===== src/rtl/tg_pkg.sv =====
package tg_pkg;

    typedef enum logic [1:0] {
        TG_IDLE = 2'd0,
        TG_RUN  = 2'd1,
        TG_DONE = 2'd2
    } tg_state_e;

endpackage


===== src/rtl/tg_prescaler.sv =====
module tg_prescaler #(
    parameter int PRESCALE = 4
) (
    input  logic clk,
    input  logic rst_n,
    input  logic en_i,
    input  logic restart_i,
    output logic tick_o
);
    localparam int PW = (PRESCALE > 1) ? $clog2(PRESCALE) : 1;
    localparam logic [PW-1:0] LAST = PW'(PRESCALE - 1);

    logic [PW-1:0] cnt_q;

    always_ff @(posedge clk or negedge rst_n) begin
        if (!rst_n) begin
            cnt_q <= '0;
        end else if (restart_i) begin
            cnt_q <= '0;
        end else if (en_i) begin
            if (cnt_q == LAST) begin
                cnt_q <= '0;
            end else begin
                cnt_q <= cnt_q + PW'(1);
            end
        end
    end

    assign tick_o = en_i && (cnt_q == LAST);

endmodule


===== src/rtl/tg_interval.sv =====
module tg_interval #(
    parameter int DUR_W = 32
) (
    input  logic             clk,
    input  logic             rst_n,
    input  logic             en_i,
    input  logic             tick_i,
    input  logic             clear_i,
    input  logic             load_i,
    input  logic [DUR_W-1:0] load_val_i,
    output logic [DUR_W-1:0] remaining_o,
    output logic             expire_o
);
    localparam logic [DUR_W-1:0] ONE = DUR_W'(1);

    logic [DUR_W-1:0] rem_q;
    logic [DUR_W-1:0] clamped;

    // a zero duration would never expire; it counts as one bus cycle
    assign clamped = (load_val_i == '0) ? ONE : load_val_i;

    always_ff @(posedge clk or negedge rst_n) begin
        if (!rst_n) begin
            rem_q <= '0;
        end else if (clear_i) begin
            rem_q <= '0;
        end else if (load_i) begin
            rem_q <= clamped;
        end else if (en_i && tick_i && (rem_q != '0)) begin
            rem_q <= rem_q - ONE;
        end
    end

    assign remaining_o = rem_q;
    assign expire_o    = en_i && tick_i && (rem_q == ONE);

endmodule


===== src/rtl/tg_merge.sv =====
module tg_merge #(
    parameter int PORT_W = 8
) (
    input  logic [PORT_W-1:0] port_i,
    input  logic [PORT_W-1:0] mask_i,
    input  logic              level_i,
    output logic [PORT_W-1:0] port_o
);
    for (genvar b = 0; b < PORT_W; b++) begin : g_bit
        assign port_o[b] = mask_i[b] ? level_i : port_i[b];
    end

endmodule


===== src/rtl/port_toggle_gen.sv =====
module port_toggle_gen #(
    parameter int PORT_W   = 8,
    parameter int DUR_W    = 32,
    parameter int REP_W    = 32,
    parameter int PRESCALE = 4
) (
    input  logic              clk,
    input  logic              rst_n,
    input  logic [DUR_W-1:0]  cfg_high_i,
    input  logic [DUR_W-1:0]  cfg_low_i,
    input  logic [REP_W-1:0]  cfg_repeat_i,
    input  logic [PORT_W-1:0] cfg_mask_i,
    input  logic              cmd_start_i,
    input  logic              cmd_clear_i,
    input  logic [PORT_W-1:0] port_in_i,
    output logic [PORT_W-1:0] port_out_o,
    output logic              active_o,
    output logic              level_o,
    output logic [DUR_W-1:0]  remaining_o
);
    import tg_pkg::*;

    localparam logic [REP_W-1:0] REP_ONE = REP_W'(1);

    tg_state_e state_q, state_d;

    logic [DUR_W-1:0]  high_q, low_q;
    logic [REP_W-1:0]  rep_q;
    logic [PORT_W-1:0] mask_q;
    logic              level_q;

    logic              running;
    logic              go_start;
    logic              tick;
    logic              expire;
    logic              ev_expire;
    logic              ev_reload;
    logic              ev_last;
    logic              iv_load;
    logic [DUR_W-1:0]  iv_val;
    logic [DUR_W-1:0]  iv_rem;

    assign running   = (state_q == TG_RUN);
    assign go_start  = cmd_start_i && !cmd_clear_i;
    // any command on the expiry edge cancels the pending transition
    assign ev_expire = expire && !cmd_start_i && !cmd_clear_i;
    assign ev_reload = ev_expire && (rep_q != '0);
    assign ev_last   = ev_expire && (rep_q == '0);

    // next interval: start takes the duration of the present level,
    // a reload takes the duration of the level about to be entered
    assign iv_load = go_start || ev_reload;
    always_comb begin
        if (go_start) begin
            iv_val = level_q ? cfg_high_i : cfg_low_i;
        end else begin
            iv_val = level_q ? low_q : high_q;
        end
    end

    tg_prescaler #(
        .PRESCALE (PRESCALE)
    ) u_presc (
        .clk       (clk),
        .rst_n     (rst_n),
        .en_i      (running),
        .restart_i (go_start),
        .tick_o    (tick)
    );

    tg_interval #(
        .DUR_W (DUR_W)
    ) u_interval (
        .clk         (clk),
        .rst_n       (rst_n),
        .en_i        (running),
        .tick_i      (tick),
        .clear_i     (cmd_clear_i),
        .load_i      (iv_load),
        .load_val_i  (iv_val),
        .remaining_o (iv_rem),
        .expire_o    (expire)
    );

    // next-state logic
    always_comb begin
        state_d = state_q;
        unique case (state_q)
            TG_IDLE: begin
                if (go_start) state_d = TG_RUN;            // START
            end
            TG_RUN: begin
                if (cmd_clear_i)      state_d = TG_DONE;   // HALT
                else if (cmd_start_i) state_d = TG_RUN;    // RESTART
                else if (ev_last)     state_d = TG_DONE;   // LAST
                else                  state_d = TG_RUN;    // RELOAD or counting
            end
            TG_DONE: begin
                if (go_start) state_d = TG_RUN;            // START
            end
            default: state_d = TG_IDLE;
        endcase
    end

    // state register
    always_ff @(posedge clk or negedge rst_n) begin
        if (!rst_n) begin
            state_q <= TG_IDLE;
        end else begin
            state_q <= state_d;
        end
    end

    // configuration capture, repeat budget and generated level
    always_ff @(posedge clk or negedge rst_n) begin
        if (!rst_n) begin
            high_q  <= '0;
            low_q   <= '0;
            mask_q  <= '0;
            rep_q   <= '0;
            level_q <= 1'b0;
        end else begin
            if (go_start) begin
                high_q <= cfg_high_i;
                low_q  <= cfg_low_i;
                mask_q <= cfg_mask_i;
            end
            if (cmd_clear_i) begin
                rep_q <= '0;
            end else if (go_start) begin
                rep_q <= cfg_repeat_i;
            end else if (ev_reload) begin
                rep_q <= rep_q - REP_ONE;
            end
            if (ev_expire) begin
                level_q <= ~level_q;
            end
        end
    end

    tg_merge #(
        .PORT_W (PORT_W)
    ) u_merge (
        .port_i  (port_in_i),
        .mask_i  (mask_q),
        .level_i (level_q),
        .port_o  (port_out_o)
    );

    // outputs
    always_comb begin
        active_o    = running;
        level_o     = level_q;
        remaining_o = iv_rem;
    end

endmodule


===== config.mk =====
export PLATFORM = sky130hd
export DESIGN_NAME = port_toggle_gen
export DESIGN_NICKNAME = d
export VERILOG_FILES = /design/src/rtl/tg_pkg.sv /design/src/rtl/tg_prescaler.sv /design/src/rtl/tg_interval.sv /design/src/rtl/tg_merge.sv /design/src/rtl/port_toggle_gen.sv
export SDC_FILE = /design/constraint.sdc
export NUM_CORES = 1
export LEC_CHECK = 0
export BUFFER_PORTS_ARGS = -buffer_cell sky130_fd_sc_hd__buf_4
export CAP_MARGIN = 20
export CORE_AREA = 4 4 161 124
export DETAILED_ROUTE_END_ITERATION = 10
export DIE_AREA = 0 0 165 128
export PLACE_DENSITY = 0.66
export REMOVE_ABC_BUFFERS = 1
export SLEW_MARGIN = 30
export SYNTH_ARGS = -nofsm -noshare
export SYNTH_HDL_FRONTEND = slang
export SYNTH_SLANG_ARGS = --single-unit

===== constraint.sdc =====
create_clock -name clk -period 3.5 [get_ports clk]
set_input_delay 0 -clock clk [delete_from_list [all_inputs] [get_ports clk]]
set_output_delay 0 -clock clk [all_outputs]
set_load 0.03 [all_outputs]

After elaboration in Yosys (flattened, before gate mapping) --
Index checks and enable logic that the tools add are counted.
Storage, ports and cells: output and inout bits 42, word-level logic and storage cells 64, bits of input ports 116, register bits 141
Cells by class: multiplexer cells 26, equality and inequality tests 5, add/sub/neg operators 3, reduce and logical (&&, ||, !) cells 21, bitwise gates (word level) 1
Operator list (count):
- $mux W32 | 10
- $logic_not A32 Y1 | 2
- $reduce_bool A32 Y1 | 2
- $sub A32 B1 Y32 const B | 2
- $eq A32 B1 Y1 const B | 1
- $mux W2 | 7
- $logic_and A1 B1 Y1 | 9
- $mux W1 | 8
- $reduce_bool A3 Y1 | 2
- $eq A2 B2 Y1 const B | 2
- $pmux W2 S2 | 1
- $add A2 B1 Y2 const B | 1
- $eq A2 B1 Y1 const B | 1
- $logic_not A1 Y1 | 2
- $logic_not A2 Y1 | 1
- $ne A2 B1 Y1 const B | 1
- $reduce_bool A2 Y1 | 1
- $reduce_or A2 Y1 | 1
- $logic_or A1 B1 Y1 | 1
- $not A1 Y1 | 1

Longest topological paths before layout --
depth after elaboration 11, depth in mapped cells 10, mapped depth without buffers 8

Hierarchy --
A second synthesis with hierarchy kept.
Unflattened totals: cell total of the unflattened synthesis 916, area, all modules 7708.6 sq um
By module, submodules not included:
- port_toggle_gen | seq. area each 2677.6 sq um, cells an instance 638, area an instance 5347.6 sq um, instances 1
- tg_interval | seq. area each 800.8 sq um, cells an instance 261, area an instance 2164.6 sq um, instances 1
- tg_prescaler | seq. area each 50.0 sq um, cells an instance 9, area an instance 106.4 sq um, instances 1
- tg_merge | seq. area each 0.0 sq um, cells an instance 8, area an instance 90.1 sq um, instances 1

Worst setup path after synthesis --
No wires, ideal clock.
path type reg2reg, from reg u_interval.rem_q[5] (netlist: u_interval.remaining_o[5]), to reg u_interval.rem_q[25] (netlist: u_interval.remaining_o[25]), path buffers 1, arrival 2.494 ns, data required time 3.364 ns, clock period less this slack 2.630 ns, path slack 0.870 ns, library setup time 0.136 ns, cell stages (with the launch flop) 8, cell sequence dfrtp_1 > or4_4 > nor4_4 > nand4_2 > o31ai_4 > buf_4 > mux2i_1 > o22ai_1
On the way: word-level cells in the longest chain between the ends 8, elaborated cells between the ends (all ways) 13, classes of those cells 1 x add/sub; 1 x eq/ne; 3 x mux; 8 x reduce/logical
Ends and longest elaborated chain:
- from (decl) | RTL line tg_interval.sv:16 | logic [DUR_W-1:0] rem_q;
- from (signal assigned) | RTL line tg_interval.sv:28 | rem_q <= clamped;
- from (signal assigned) | RTL line tg_interval.sv:30 | rem_q <= rem_q - ONE;
- parallel branches: the longest is 8 deep, another holds $sub A32 B1 Y32
Several ways; the timed one is not identified. The select of a mux whose other input is x is not followed. A chain may end at the register's enable or synchronous reset.

Worst setup path after layout --
from reg u_interval.rem_q[24] (netlist: u_interval.remaining_o[24]), to reg rep_q[11]
On the way: word-level cells in the longest chain between the ends 6
Ends and longest elaborated chain:
- $eq A32 B1 Y1 | RTL line tg_interval.sv:35 | assign expire_o = en_i && tick_i && (rem_q == ONE);
- $logic_and A1 B1 Y1 | RTL line tg_interval.sv:35
- $logic_and A1 B1 Y1 (2 in series) | RTL line port_toggle_gen.sv:46 | assign ev_expire = expire && !cmd_start_i && !cmd_clear_i;
- $logic_and A1 B1 Y1 | RTL line port_toggle_gen.sv:47 | assign ev_reload = ev_expire && (rep_q != '0);
- $reduce_bool A3 Y1 (no line)
- to (signal assigned) | RTL line port_toggle_gen.sv:131 | rep_q <= cfg_repeat_i;
- to (signal assigned) | RTL line port_toggle_gen.sv:133 | rep_q <= rep_q - REP_ONE;
- to (decl) | RTL line port_toggle_gen.sv:28 | logic [REP_W-1:0] rep_q;
No other way between the ends.

==> results_dict.tcl <==
set metrics [dict create \
    die_w_um 165 \
    period_needed_ps 2900 \
    viasPerCell 5.69 \
    p_leak_nw 5.18 \
    core_area_um2 18300 \
    async_flop_share_pct 100 \
    fin_crit_sh_pct 82.9 \
    preCtsSetupSlack_ps 609 \
    path_max_fanout 15 \
    critPathBufInv 0 \
    ys_types 62 \
    max_freq_ghz 0.345 \
    drcViolationCount 0 \
    syn_area_um2 8180 \
    fill_cells 1496 \
    cap_violations 0 \
    worst_slew_pin_slew_ps 826 \
    hold_viol_final 0 \
    rows 43 \
    critPathTopFamily "simple AND/OR/NAND/NOR gates" \
    drtAntennaViolNets 0 \
    syn_to_final_growth_pct 39.7 \
    crit_start "u_interval.remaining_o[24]$_DFFE_PN0P_" \
    seq_area_um2 3530 \
    tritoncts "done" \
    gr-total-overflow 0 \
    dp.cells 1259 \
    drive_gt1_share_pct 24.8 \
    clock_latency_ps 420 \
    final_nets 1260 \
    mostFrequentLayoutCells "nand2_1 (253), buf_4 (179), dfrtp_1 (140)" \
    wl_um 25300 \
    power_density_nw_per_um2 457 \
    crit_top_cell "or4_1" \
    routed-via-count 7960 \
    synth_top_family_by_area "simple AND/OR/NAND/NOR gates" \
    synthAdderAreaFrac_pct 0.765 \
    criticalPathCategory "register to register" \
    required_ps 3820 \
    min_path_type "primary input to register" \
    yosys.area_share.simple_pct 26.0 \
    synth_area_per_cell_um2 9.18 \
    setup_viol 0 \
    clockBufferDepth 2 \
    path_cells "or4_1 -> nor2_1 -> and3_1 -> nand3_2 -> or4_1 -> a311oi_1" \
    muxShareOfSynthArea_pct 11.0 \
    cts_setup_buffers 0 \
    chipHeight_um 128 \
    multi_input_area_um2 4310 \
    rrSetupSlack_ps 600 \
    yosysWarnings 0 \
    h-tree-depth 4 \
    cpMaxStageDelayCell "or4_1" \
    grt_pass1_vias 7732 \
    r2r-end "rep_q[11]$_DFFE_PN0P_" \
    slowest_delay_ps 610 \
    dr.first_iter.drc_count 581 \
    grtUsageTotal_pct 24.7 \
    rsz0062_at_grt "false" \
    final_common_cell "nand2_1" \
    r2r-start "u_interval.remaining_o[24]$_DFFE_PN0P_" \
    wl_per_cell_um 18.1 \
    first_pass_iters 5 \
    worst_slack_ps 599 \
    final_area_um2 11400 \
    io_buffer_count 157 \
    slew_headroom_pct 44.9 \
    start_kind "register" \
    synth-edff-count 0 \
    cp_num_cells 6 \
    synth_compound_area_share_pct 14.1 \
    gp_congestion 0.858 \
    root_buffer "clkbuf_16" \
    antennaDiodeCount 0 \
    r2r_cells 6 \
    worstSetupEndpoint "rep_q[11]$_DFFE_PN0P_" \
    grt_pass1_wl_um 41400 \
    synth_xor_area_share_pct 0.536 \
    fin_cells 1399 \
    slew_viol_final 0 \
    cts_buffers 17 \
    clock_sinks 141 \
    cts-resized-gates 0 \
    outcome "completed" \
    skew_ps 6.53 \
    ys.flop_type "dfrtp_1" \
    grt_max_degree 85 \
    totalNegativeSetupSlack_ps 0 \
    seq_area_frac_synth_pct 43.2 \
    io_pins 158 \
    cts_hold_buf 108 \
    die_area_um2 21100 \
    placed_cell_area_um2 9710 \
    crit_path_end_kind "register" \
    initial_core_util_pct 44.6 \
    peakVddDrop_mv 0.296 \
    synth_seq_cells 141 \
    arrival_ps 3220 \
    place_hpwl_um 16600 \
    antenna_found_initial 0 \
    netlist_instances 891 \
    clk_pin_slew_worst_paths_ps 60 \
]
area by class of cell:
| cell class | count | area share (%) |
|---|---|---|
| Multi-Input combinational cell | 662 | 37.8 |
| Sequential cell | 141 | 30.9 |
| Timing Repair Buffer | 294 | 22.4 |
| Clock buffer | 22 | 4.06 |
| Tap cell | 247 | 2.71 |
| Clock inverter | 10 | 1.42 |
| Inverter | 23 | 0.756 |
worst min-delay path by stage:
stage	endpoint	cells after the start	slack, ps	from
6_report	u_presc.cnt_q[0]$_DFFE_PN0P_	3	90	cmd_start_i
5_1_grt	u_presc.cnt_q[1]$_DFFE_PN0P_	3	110	cmd_start_i
4_1_cts	u_presc.cnt_q[0]$_DFFE_PN0P_	3	80	cmd_start_i
3_5_place_dp	high_q[30]$_DFFE_PN0N_	1	110	rst_n
3_3_place_gp	high_q[28]$_DFFE_PN0N_	1	120	rst_n
2_1_floorplan	high_q[0]$_DFFE_PN0N_	0	-300	rst_n
worst register-to-register path, stage by stage (launching register included):
cell and delay [ps]:
dfrtp_1 440, or4_1 610, nor2_1 300, and3_1 330, nand3_2 310, or4_1 550, a311oi_1 250
synth_stat cells, types with 3 or more instances:
master,count,share of area [%]
xnor2_1,4,0.43
o41ai_1,4,0.43
a311oi_1,9,0.96
nand3_1,15,0.92
a211oi_1,8,0.73
ha_1,5,0.77
buf_2,10,0.61
o21ai_1,12,0.73
nand2b_1,3,0.23
clkbuf_1,43,2.0
nor3_1,28,1.7
nor2_1,42,1.9
nand4_1,8,0.61
and4_1,11,1.2
or3_1,12,0.92
or4_1,13,1.2
a31oi_1,3,0.23
a31o_2,4,0.43
inv_1,22,1.0
dfrtp_1,141,43
a22oi_1,25,2.3
o22ai_1,24,1.8
a2111oi_2,9,1.7
and3_1,4,0.31
buf_4,3,0.28
mux2_2,8,1.1
mux4_2,32,8.8
o21ai_0,18,1.1
nor4_1,39,3.0
o311ai_0,11,1.2
buf_1,8,0.37
a21oi_1,13,0.80
nand2_1,253,12
mux2i_1,9,1.1
o211ai_1,4,0.37
report_power, final:
part           switching (mW)  internal (mW)  total, mW
Sequential              0.146           1.80       1.95
Combinational           0.746          0.582       1.33
Clock                   0.712           1.23       1.94
Total                    1.60           3.62       5.22
flip-flops by register name (all words and copies together), names as in the netlist:
signal	count
level_o	1
state_q	2
u_interval.remaining_o	32
u_presc.cnt_q	2
low_q	32
rep_q	32
mask_q	8
high_q	32
cells by family after synthesis:
| logic type | count (synthesis) |
|---|---|
| AND/OR/NAND/NOR | 448 |
| buffers and inverters | 88 |
| adder cells (fa/ha/maj) | 5 |
| multiplexers | 49 |
| AO/OA/AOI/OAI | 155 |
| flip-flops | 141 |
| XOR/XNOR | 5 |
stage by stage:
stage | total power [mW] | hold slack [ps] | util [%]
after floorplan | 2.70 | -296 | -
after global placement | 3.18 | 123 | 52.9
after detailed placement | 3.19 | 114 | 52.9
after CTS | 5.24 | 78.8 | 62.2
after global routing | 5.48 | 113 | 62.2
final | 5.22 | 89.8 | 62.2
layer usage:
metal	wire [um]	vias to the layer above	global-route usage [%]
li1	-	3768	-
met1	12000	3863	37.4
met2	11000	304	35.2
met3	2030	25	6.56
met4	276	0	6.01
met5	0	-	0
Note: power is estimated with default switching activity, not from simulation.
